### src/rtl/gpio_port_pkg.sv
package gpio_port_pkg;

    // Word index of each register (byte offset / 4)
    typedef enum logic [2:0] {
        REG_DIR = 3'd0,
        REG_ODR = 3'd1,
        REG_DAT = 3'd2,
        REG_EVT = 3'd3,
        REG_MSK = 3'd4,
        REG_EDG = 3'd5
    } reg_idx_e;

endpackage

### src/rtl/gpio_edge_det.sv
module gpio_edge_det #(
    parameter int N_PINS = 32
) (
    input  logic              clk,
    input  logic              rst_n,
    input  logic [N_PINS-1:0] pin_in,
    input  logic [N_PINS-1:0] fall_only,
    output logic [N_PINS-1:0] pad_sync,
    output logic [N_PINS-1:0] hit
);

    for (genvar i = 0; i < N_PINS; i++) begin : g_pin
        logic meta_q;
        logic sync_q;
        logic prev_q;

        always_ff @(posedge clk or negedge rst_n) begin
            if (!rst_n) begin
                meta_q <= 1'b0;
                sync_q <= 1'b0;
                prev_q <= 1'b0;
            end else begin
                meta_q <= pin_in[i];
                sync_q <= meta_q;
                prev_q <= sync_q;
            end
        end

        logic rise;
        logic fall;
        assign rise        = sync_q & ~prev_q;
        assign fall        = ~sync_q & prev_q;
        assign hit[i]      = fall | (rise & ~fall_only[i]);
        assign pad_sync[i] = sync_q;
    end

endmodule

### src/rtl/gpio_regfile.sv
module gpio_regfile
    import gpio_port_pkg::*;
#(
    parameter int N_PINS = 32,
    parameter int ADDR_W = 5
) (
    input  logic              clk,
    input  logic              rst_n,
    input  logic              bus_sel,
    input  logic              bus_wr,
    input  logic [ADDR_W-1:0] bus_addr,
    input  logic [N_PINS-1:0] bus_wdata,
    input  logic [N_PINS-1:0] pad_sync,
    input  logic [N_PINS-1:0] hit,
    output logic [N_PINS-1:0] bus_rdata,
    output logic [N_PINS-1:0] dir_q,
    output logic [N_PINS-1:0] dat_q,
    output logic [N_PINS-1:0] ev_q,
    output logic [N_PINS-1:0] msk_q,
    output logic [N_PINS-1:0] edg_q
);

    localparam int IDX_W = ADDR_W - 2;

    logic [IDX_W-1:0] idx;
    logic             aligned;
    logic             wr_en;
    logic             rd_en;
    logic [N_PINS-1:0] clr_mask;
    logic [N_PINS-1:0] rd_mux;

    assign idx     = bus_addr[ADDR_W-1:2];
    assign aligned = (bus_addr[1:0] == 2'b00);
    assign wr_en   = bus_sel & bus_wr & aligned;
    assign rd_en   = bus_sel & ~bus_wr;

    assign clr_mask = (wr_en && idx == IDX_W'(REG_EVT)) ? bus_wdata : '0;

    always_comb begin
        rd_mux = '0;
        if (aligned) begin
            case (idx)
                IDX_W'(REG_DIR): rd_mux = dir_q;
                IDX_W'(REG_ODR): rd_mux = '0;
                IDX_W'(REG_DAT): rd_mux = (dat_q & dir_q) | (pad_sync & ~dir_q);
                IDX_W'(REG_EVT): rd_mux = ev_q;
                IDX_W'(REG_MSK): rd_mux = msk_q;
                IDX_W'(REG_EDG): rd_mux = edg_q;
                default:         rd_mux = '0;
            endcase
        end
    end

    always_ff @(posedge clk or negedge rst_n) begin
        if (!rst_n) begin
            dir_q     <= '0;
            dat_q     <= '0;
            ev_q      <= '0;
            msk_q     <= '0;
            edg_q     <= '0;
            bus_rdata <= '0;
        end else begin
            if (wr_en && idx == IDX_W'(REG_DIR)) dir_q <= bus_wdata;
            if (wr_en && idx == IDX_W'(REG_DAT)) dat_q <= bus_wdata;
            if (wr_en && idx == IDX_W'(REG_MSK)) msk_q <= bus_wdata;
            if (wr_en && idx == IDX_W'(REG_EDG)) edg_q <= bus_wdata;
            // a fresh edge outranks a clearing write on the same bit
            ev_q <= (ev_q & ~clr_mask) | hit;
            if (rd_en) bus_rdata <= rd_mux;
        end
    end

endmodule

### src/rtl/gpio_port.sv
module gpio_port #(
    parameter int N_PINS = 32,
    parameter int ADDR_W = 5
) (
    input  logic              clk,
    input  logic              rst_n,
    input  logic              bus_sel,
    input  logic              bus_wr,
    input  logic [ADDR_W-1:0] bus_addr,
    input  logic [N_PINS-1:0] bus_wdata,
    output logic [N_PINS-1:0] bus_rdata,
    input  logic [N_PINS-1:0] pin_in,
    output logic [N_PINS-1:0] pin_out,
    output logic [N_PINS-1:0] pin_oe,
    output logic              irq
);

    logic [N_PINS-1:0] pad_sync;
    logic [N_PINS-1:0] edge_hit;
    logic [N_PINS-1:0] dir_q;
    logic [N_PINS-1:0] dat_q;
    logic [N_PINS-1:0] ev_q;
    logic [N_PINS-1:0] msk_q;
    logic [N_PINS-1:0] edg_q;

    gpio_edge_det #(.N_PINS(N_PINS)) u_edge (
        .clk       (clk),
        .rst_n     (rst_n),
        .pin_in    (pin_in),
        .fall_only (edg_q),
        .pad_sync  (pad_sync),
        .hit       (edge_hit)
    );

    gpio_regfile #(.N_PINS(N_PINS), .ADDR_W(ADDR_W)) u_regs (
        .clk       (clk),
        .rst_n     (rst_n),
        .bus_sel   (bus_sel),
        .bus_wr    (bus_wr),
        .bus_addr  (bus_addr),
        .bus_wdata (bus_wdata),
        .pad_sync  (pad_sync),
        .hit       (edge_hit),
        .bus_rdata (bus_rdata),
        .dir_q     (dir_q),
        .dat_q     (dat_q),
        .ev_q      (ev_q),
        .msk_q     (msk_q),
        .edg_q     (edg_q)
    );

    assign pin_out = dat_q;
    assign pin_oe  = dir_q;
    assign irq     = |(ev_q & msk_q);

endmodule

### config.mk
export PLATFORM = sky130hd
export DESIGN_NAME = gpio_port
export DESIGN_NICKNAME = d
export VERILOG_FILES = /design/src/rtl/gpio_port_pkg.sv /design/src/rtl/gpio_edge_det.sv /design/src/rtl/gpio_regfile.sv /design/src/rtl/gpio_port.sv
export SDC_FILE = /design/constraint.sdc
export NUM_CORES = 1
export LEC_CHECK = 0
export ABC_CLOCK_PERIOD_IN_PS = 3300
export CAP_MARGIN = 20
export CORE_ASPECT_RATIO = 0.8
export CORE_MARGIN = 2
export CORE_UTILIZATION = 50
export DETAILED_ROUTE_END_ITERATION = 16
export DONT_BUFFER_PORTS = 1
export GPL_ROUTABILITY_DRIVEN = 1
export PLACE_DENSITY = 0.71
export SKIP_LAST_GASP = 1
export SLEW_MARGIN = 15
export SYNTH_ARGS = -nofsm -noshare
export SYNTH_HDL_FRONTEND = slang
export SYNTH_SLANG_ARGS = --single-unit
### constraint.sdc
create_clock -name clk -period 3.3 [get_ports clk]
set_input_delay 0.33 -clock clk [delete_from_list [all_inputs] [get_ports clk]]
set_output_delay 0.33 -clock clk [all_outputs]
set_load 0.01 [all_outputs]
==> After elaboration in Yosys (flattened, before gate mapping) <==
Cells that the tools add are included.
{ "word_totals": {"register_bits": 288, "input_bits": 73, "out_inout_bits": 97, "elab_cells": 353} }
{ "op_classes": {"eq_ne": 4, "muxes": 3, "bitwise": 236, "n_reduce_logical": 8} }
{ "op_table": {"columns": ["op", "count"], "rows": [
  ["$pmux W32 S5", 1],
  ["$and A32 B32 Y32", 4],
  ["$and A1 B1 Y1", 99],
  ["$not A1 Y1", 97],
  ["$mux W32", 2],
  ["$not A32 Y32", 2],
  ["$or A32 B32 Y32", 2],
  ["$or A1 B1 Y1", 32],
  ["$reduce_or A32 Y1", 1],
  ["$eq A3 B2 Y1 const B", 2],
  ["$eq A3 B3 Y1 const B", 2],
  ["$logic_and A1 B1 Y1", 5],
  ["$logic_not A3 Y1", 1],
  ["$logic_not A2 Y1", 1]
]} }

==> Depth between registers and ports, before layout <==
Gate-level depths: netlist of run 1.
{ "logic_depth": {"word_depth": 7, "mapped_depth": 7, "depth_no_buf": 4} }

==> Hierarchy <==
Synthesis of run 1 repeated with hierarchy kept, for this count alone.
{ "hier_totals": {"cells_unflattened": 861, "hier_area_um2": 11883.9} }
{ "by_module_without_submodules": {"columns": ["mod", "instances", "cells_per_inst", "area_each_um2", "seq_area_each_um2"], "rows": [
  ["gpio_regfile", 1, 648, 8560.7, 4804.6],
  ["gpio_edge_det", 1, 192, 3165.5, 2402.3],
  ["gpio_port", 1, 21, 157.7, 0.0]
]} }

==> Worst setup path before layout of run 1 <==
No wires, ideal clock.
{ "synth_timing": {"kind": "input to register", "start": "input bus_addr[0]", "end": "register u_regs.edg_q[10]", "setup_time_ps": 125, "t_arrival_ps": 1484, "required_time_ps": 3175, "setup_slack_ps": 1691, "path_stages": 5, "path_cell_list": "and4bb_2 and3_1 clkbuf_1 buf_4 mux2_2"} }
{ "synth_between": {"elab_chain_cells": 3} }
{ "synth_lines": {"columns": ["element", "line_no", "rtl"], "rows": [
  ["start, declared", "gpio_port.sv:9", "input logic [ADDR_W-1:0] bus_addr,"],
  ["$logic_not A2 Y1", "gpio_regfile.sv:33", "assign aligned = (bus_addr[1:0] == 2'b00);"],
  ["$and A1 B1 Y1", "gpio_regfile.sv:34", "assign wr_en = bus_sel & bus_wr & aligned;"],
  ["$logic_and A1 B1 Y1", "gpio_regfile.sv:66", "if (wr_en && idx == IDX_W'(REG_EDG)) edg_q <= bus_wdata;"],
  ["end signal, assigned", "gpio_regfile.sv:66", null],
  ["end, declared", "gpio_regfile.sv:20", "output logic [N_PINS-1:0] edg_q"]
]} }
Every way passes these cells.
A chain may end at the register's enable or synchronous reset.

==> Worst setup path in the final report of run 1 <==
{ "layout_timing": {"start": "register u_regs.ev_q[20]", "end": "output irq"} }
{ "layout_between": {"elab_chain_cells": 2} }
{ "layout_lines": {"columns": ["element", "line_no", "rtl"], "rows": [
  ["start, declared", "gpio_regfile.sv:18", "output logic [N_PINS-1:0] ev_q,"],
  ["start signal, assigned", "gpio_regfile.sv:68", "ev_q <= (ev_q & ~clr_mask) | hit;"],
  ["$and A32 B32 Y32", "gpio_port.sv:54", "assign irq = |(ev_q & msk_q);"],
  ["$reduce_or A32 Y1", "gpio_port.sv:54", null],
  ["end, declared", "gpio_port.sv:15", "output logic irq"]
]} }
Every way passes these cells.

==> results of run 1 <==
## Yosys cell counts, types with 3 or more instances
cell,count,share of area (%)
o221ai_1,10,0.74
dfrtp_1,288,61
inv_1,33,1.0
buf_2,19,0.81
nand2b_1,21,1.1
o2bb2ai_1,3,0.22
a21oi_1,29,1.2
and4bb_2,5,0.53
a221o_1,32,2.7
nor4bb_1,14,1.2
nor3_1,31,1.3
nand4_1,4,0.21
mux2_2,130,12
a22oi_1,16,1.0
nor3b_1,11,0.70
nand2_1,33,1.0
o21ai_0,23,0.98
nor2_1,3,0.095
nand3_1,4,0.17
and4b_1,18,1.5
buf_6,5,0.48
a22o_1,31,2.3
a311oi_1,18,1.3
buf_4,6,0.38
mux2i_1,17,1.4
and3b_1,18,1.3
clkbuf_1,22,0.70
o211ai_1,10,0.64
## per-stage QoR
stage	hold WS, ps	total power, mW
finish	-515	8.15
global route	-529	8.43
CTS	-527	8.19
detailed placement	48.6	4.71
global placement	48.4	4.68
floorplan	34.4	4.56
## layer usage
metal / GRT usage [%] / vias up / part of all wire, % / routed length [um]
met3: 5.17 / 47 / 7.1 / 2060
met2: 36.3 / 263 / 45 / 13100
li1: - / 3355 / - / -
met4: 6.09 / 0 / 2.1 / 605
met1: 34.3 / 3992 / 46 / 13300
met5: 0 / - / 0 / 0
## cells in the final DEF, fill, tap and decap left out, types with 4 or more instances in the layout
master,n
o221ai_1,10
nand4_1,4
a311oi_1,18
mux2i_1,17
mux2_2,130
and4b_1,18
clkinv_2,5
nor3_1,31
clkbuf_1,8
nor4bb_1,14
a221o_1,32
inv_1,33
nand2b_1,20
clkbuf_16,29
o211ai_1,10
a22oi_1,16
and3b_1,18
a22o_1,31
a21oi_1,29
and4bb_2,5
bufinv_16,5
dlygate4sd3_1,64
dfrtp_1,288
buf_4,11
nand2_1,33
nor3b_1,11
o21ai_0,23
## worst max path at each step
stage	start	endpoint	cells past startpoint
detailed placement	bus_addr[0]	u_regs.msk_q[13]	3
CTS	u_regs.ev_q[20]	irq	3
finish	u_regs.ev_q[20]	irq	3
global route	u_regs.ev_q[25]	irq	3
floorplan	bus_addr[0]	u_regs.edg_q[10]	5
global placement	bus_addr[0]	u_regs.msk_q[14]	3
## sequential cells by signal, indices dropped and copies added (netlist names)
name	flops
u_regs.msk_q	32
u_regs.dat_q	32
u_regs.ev_q	32
u_regs.bus_rdata	32
u_edge.g_pin.prev_q	32
u_regs.dir_q	32
u_edge.g_pin.meta_q	32
u_edge.g_pin.sync_q	32
u_regs.edg_q	32
## kinds of logic (layout without fill, tap and decap cells)
kind of cell	count (synthesis)	count (layout)	share of synthesized area [%]
compound gates	174	174	11.3
buf+inv	87	158	3.48
flops	288	288	61.1
mux	149	149	14.0
other cells	0	1	0
simple gates	171	171	10.1
## power by group through the flow
stage,clock [mW],combinational [mW],sequential [mW]
5_1_grt,3.60,0.668,4.17
2_1_floorplan,0,0.466,4.09
4_1_cts,3.45,0.611,4.12
6_report,3.42,0.612,4.12
3_5_place_dp,0,0.520,4.19
3_3_place_gp,0,0.500,4.18
## layout make-up
class | count | area (um^2) | area share, %
clock inverter | 10 | 175 | 1.29
tap | 312 | 390 | 2.87
sequential | 288 | 7210 | 52.9
inverter | 33 | 124 | 0.910
clock buffer | 40 | 797 | 5.85
timing repair buffer | 75 | 723 | 5.31
multi-input combinational | 494 | 4200 | 30.8
antenna | 1 | 2.50 | 0.0184
## worst max-delay path, delay by kind of cell (launching register included)
family          cells  cell delay (ps)
flops               1              400
compound gates      1              380
simple gates        2              770
==> impl_metrics.tcl, run 1 <==
set metrics [dict create \
    outcome "finished, violations left" \
    violations "hold timing" \
    vias_per_cell 6.11 \
    setup_viol 0 \
    post-route-period-util_pct 73.7 \
    syn_avg_cell_area_um2 13.6 \
    firstDrtPassIters 5 \
    rsz0062_at_grt "false" \
    fin_setup_tns_ps 0 \
    drv_cap 0 \
    synth_cell_types 41 \
    cts_sinks 288 \
    clk_pin_slew_ps 60 \
    ios 170 \
    critPathMaxStageDelay_ps 600 \
    ys_seq_area_share_pct 61.1 \
    switching_power_mw 1.91 \
    clk_path_buf_depth 3 \
    nNetsFinal 993 \
    via_count 7657 \
    core_area_um2 23300 \
    die_h_um 141 \
    cp-start-kind "flop" \
    cts_htree_levels 1 \
    finClkSkew_ps 7.75 \
    cts_resized 0 \
    synth_edf_count 0 \
    grt-ovfl-total 0 \
    worstPathCellList "a22oi_1, nand4_1, or4_1" \
    syn_area_um2 11800 \
    syn_inst 869 \
    grt_max_degree 289 \
    grt_pass1_vias 7770 \
    avgRoutedWirePerCell_um 23.2 \
    placed_cell_area_um2 12000 \
    p_int_mw 6.24 \
    leakagePower_nw 6.06 \
    drc_errors 0 \
    cts_root_buf "clkbuf_16" \
    fin_ws_ps 867 \
    worstSetupPathType "reg -> out" \
    min_path_type "in -> async" \
    cp-end-kind "output pin" \
    dpl.hpwl_um 17600 \
    fin_area_um2 13600 \
    grt_antenna_before_repair 1 \
    relSlewSlack_pct 33.1 \
    slew_violations 0 \
    worst_ep_arrival_time_ps 2100 \
    synth_warnings 0 \
    dieArea_um2 24900 \
    ctsHoldBuffers 64 \
    tightest_slew_ps 1000 \
    max_freq_mhz 411 \
    syn_nets 942 \
    fin_crit_ps 2430 \
    syn_to_final_growth_pct 15.4 \
    ff2ff_setup_slack_ps 1760 \
    cp.required_ps 2970 \
    switching_share_pct 23.5 \
    power_frac_comb_pct 7.5 \
    clock_latency_ps 550 \
    final_cells 1253 \
    whs_ps -515 \
    r2r-start "u_regs.msk_q[12]" \
    cts_tree "built" \
    grt_first_pass_wirelength_um 45600 \
    reg2reg_to "u_regs.bus_rdata[12]" \
    power_density_nw_per_um2 599 \
    initial_core_util_pct 50.7 \
    fin_util_pct 58.5 \
    drt-initial-drc-count 566 \
    layout-drive-gt1-share_pct 20.7 \
    dp_slack_ps 1130 \
    rows 50 \
    synthArstFlopShare_pct 100 \
    worst_path_max_delay_cell "or4_1" \
    pwr-share-clk_pct 41.9 \
    fillers 1850 \
    cts_setup_buffers 0 \
    grt_use_total_pct 23.6 \
    synthFlopType "dfrtp_1" \
    dp.cells 1138 \
    die_w_um 176 \
    ant_nets 0 \
    crit_fanout 3 \
    cts_buffers 28 \
    ys_seq_elements 288 \
    hold_violations 288 \
    rr_worst_depth 4 \
    gp_congestion 0.794 \
    portBuffers 0 \
    vdd_drop_max_mv 0.416 \
    sequentialPowerShare_pct 50.6 \
    drt_wl_total_um 29100 \
]
Note: power is estimated with default switching activity, not from simulation.
==> inputs of run 2 (changes only) <==
- ABC_CLOCK_PERIOD_IN_PS: 3300 -> 2200
- PLACE_DENSITY: 0.71 -> 0.74
- clock period: 3.3 -> 2.2 ns (I/O delays scaled with it)
==> impl_metrics.tcl, run 2 (synthesis results as in run 1) <==
set metrics [dict create \
    outcome "finished, violations left" \
    violations "hold timing" \
    relSlewSlack_pct 39.9 \
    dp_slack_ps 404 \
    setup_viol 0 \
    clock_latency_ps 560 \
    slew_violations 0 \
    worst_path_max_delay_cell "or4_4" \
    core_area_um2 23300 \
    cts_tree "built" \
    drc_errors 0 \
    drv_cap 0 \
    worst_ep_arrival_time_ps 1930 \
    pwr-share-clk_pct 42.0 \
    startpoint "u_regs.ev_q[21]" \
    crit_fanout 3 \
    grt_util_met2_pct 36.8 \
    vias_per_cell 6.15 \
    cts_sinks 288 \
    dieArea_um2 24900 \
    rr_worst_depth 4 \
    cts_root_buf "clkbuf_16" \
    portBuffers 0 \
    finClkSkew_ps 21.0 \
    clk_pin_slew_ps 60 \
    post-route-period-util_pct 97.8 \
    critPathMaxStageDelay_ps 580 \
    cts_buffers 29 \
    p_int_mw 9.38 \
    grt_first_pass_wirelength_um 46700 \
    die_w_um 176 \
    grt_use_met3_pct 5.79 \
    cp-start-kind "flop" \
    ios 170 \
    grt-ovfl-total 0 \
    min_path_type "in -> async" \
    hold_violations 288 \
    initial_core_util_pct 50.7 \
    layout-drive-gt1-share_pct 22.4 \
    final_common_cell "dfrtp_1" \
    sequentialPowerShare_pct 50.3 \
    power_density_nw_per_um2 895 \
    grt_antenna_before_repair 2 \
    firstDrtPassIters 5 \
    gp_congestion 0.759 \
    rsz0062_at_grt "false" \
    drt_wl_total_um 30000 \
    vdd_drop_max_mv 0.681 \
    switching_share_pct 23.8 \
    dpl.hpwl_um 18200 \
    avgRoutedWirePerCell_um 23.8 \
    die_h_um 141 \
    met1_usage_pct 35.4 \
    worstPathCellList "a22oi_1, nand4_1, or4_4" \
    grt_max_degree 289 \
    ant_nets 0 \
    cp.required_ps 1980 \
    grt_use_total_pct 24.3 \
    final_cell_mix "dfrtp_1, mux2_2, dlygate4sd3_1" \
    max_freq_mhz 465 \
    fin_setup_tns_ps 0 \
    leakagePower_nw 6.13 \
    rows 50 \
    via_count 7767 \
    grt_busiest_layer "met2" \
    syn_to_final_growth_pct 16.7 \
    switching_power_mw 2.94 \
    r2r-start "u_regs.msk_q[12]" \
    tightest_slew_ps 898 \
    cts_setup_buffers 0 \
    worstSetupPathType "reg -> out" \
    power_frac_comb_pct 7.7 \
    cp-end-kind "output pin" \
    grt_pass1_vias 7861 \
    fin_ws_ps 47.7 \
    whs_ps -616 \
    fin_crit_ps 2150 \
    drt-initial-drc-count 601 \
    nNetsFinal 1002 \
    cts_htree_levels 1 \
    clk_path_buf_depth 3 \
    ctsHoldBuffers 65 \
]
-- run 2: path summary, 6_finish.rpt --
check                                         end  slack (ps)
max                                           irq          50
min                               u_regs.dir_q[3]        -620
max reg2reg                  u_regs.bus_rdata[12]         650
min reg2reg                u_edge.g_pin[1].sync_q         340
max in group asynchronous         u_regs.msk_q[2]        2280
min in group clk              u_regs.bus_rdata[2]          30
-- run 2: timing repair --
item,in CTS,in global routing
endpoints found under the hold margin,494,288
gates resized for setup,4,2
pin swaps,4,1
endpoints found under the setup margin,1,1
-- run 2: critical path: cells and delay by family (launching register included) --
| kind | cells | cell delay [ps] |
|---|---|---|
| AO/OA/AOI/OAI | 1 | 210 |
| AND/OR/NAND/NOR | 2 | 740 |
| flip-flops | 1 | 450 |
-- run 2: metrics by stage --
| step | instances | power (mW) | instance area, um^2 | hold slack (ps) | util (%) |
|---|---|---|---|---|---|
| 4_1_cts | 1262 | 12.4 | 13800 | -639 | 59.1 |
| 5_1_grt | 1262 | 12.8 | 13800 | -631 | 59.1 |
| 3_3_place_gp | 1145 | 7.03 | 12100 | -60.4 | 51.9 |
| 6_report | 1263 | 12.3 | 13800 | -616 | 59.1 |
| 3_5_place_dp | 1145 | 7.08 | 12100 | -62.4 | 51.9 |
| 2_1_floorplan | 869 | 6.84 | 11800 | -75.6 | - |
-- run 2: cell type report --
class                      instances  area, um^2
sequential                       288        7210
clock buffer                      44         882
tap                              312         390
inverter                          33         124
clock inverter                     8         123
multi-input combinational        494        4230
fill                            1844        9510
antenna                            1        2.50
timing repair buffer              83         811
-- run 2: power groups by stage --
stage / Sequential, mW / Combinational, mW / Clock [mW]
3_3_place_gp: 6.27 / 0.763 / 0
4_1_cts: 6.19 / 0.944 / 5.24
2_1_floorplan: 6.14 / 0.699 / 0
5_1_grt: 6.26 / 1.03 / 5.48
3_5_place_dp: 6.29 / 0.793 / 0
6_report: 6.20 / 0.946 / 5.18
-- run 2: routing by layer --
metal / vias to the layer above / share of wire [%] / wire (um)
li1: 3379 / - / -
met1: 4007 / 45 / 13500
met2: 321 / 44 / 13300
met5: - / 0.043 / 13
met3: 58 / 7.9 / 2380
met4: 2 / 2.7 / 796
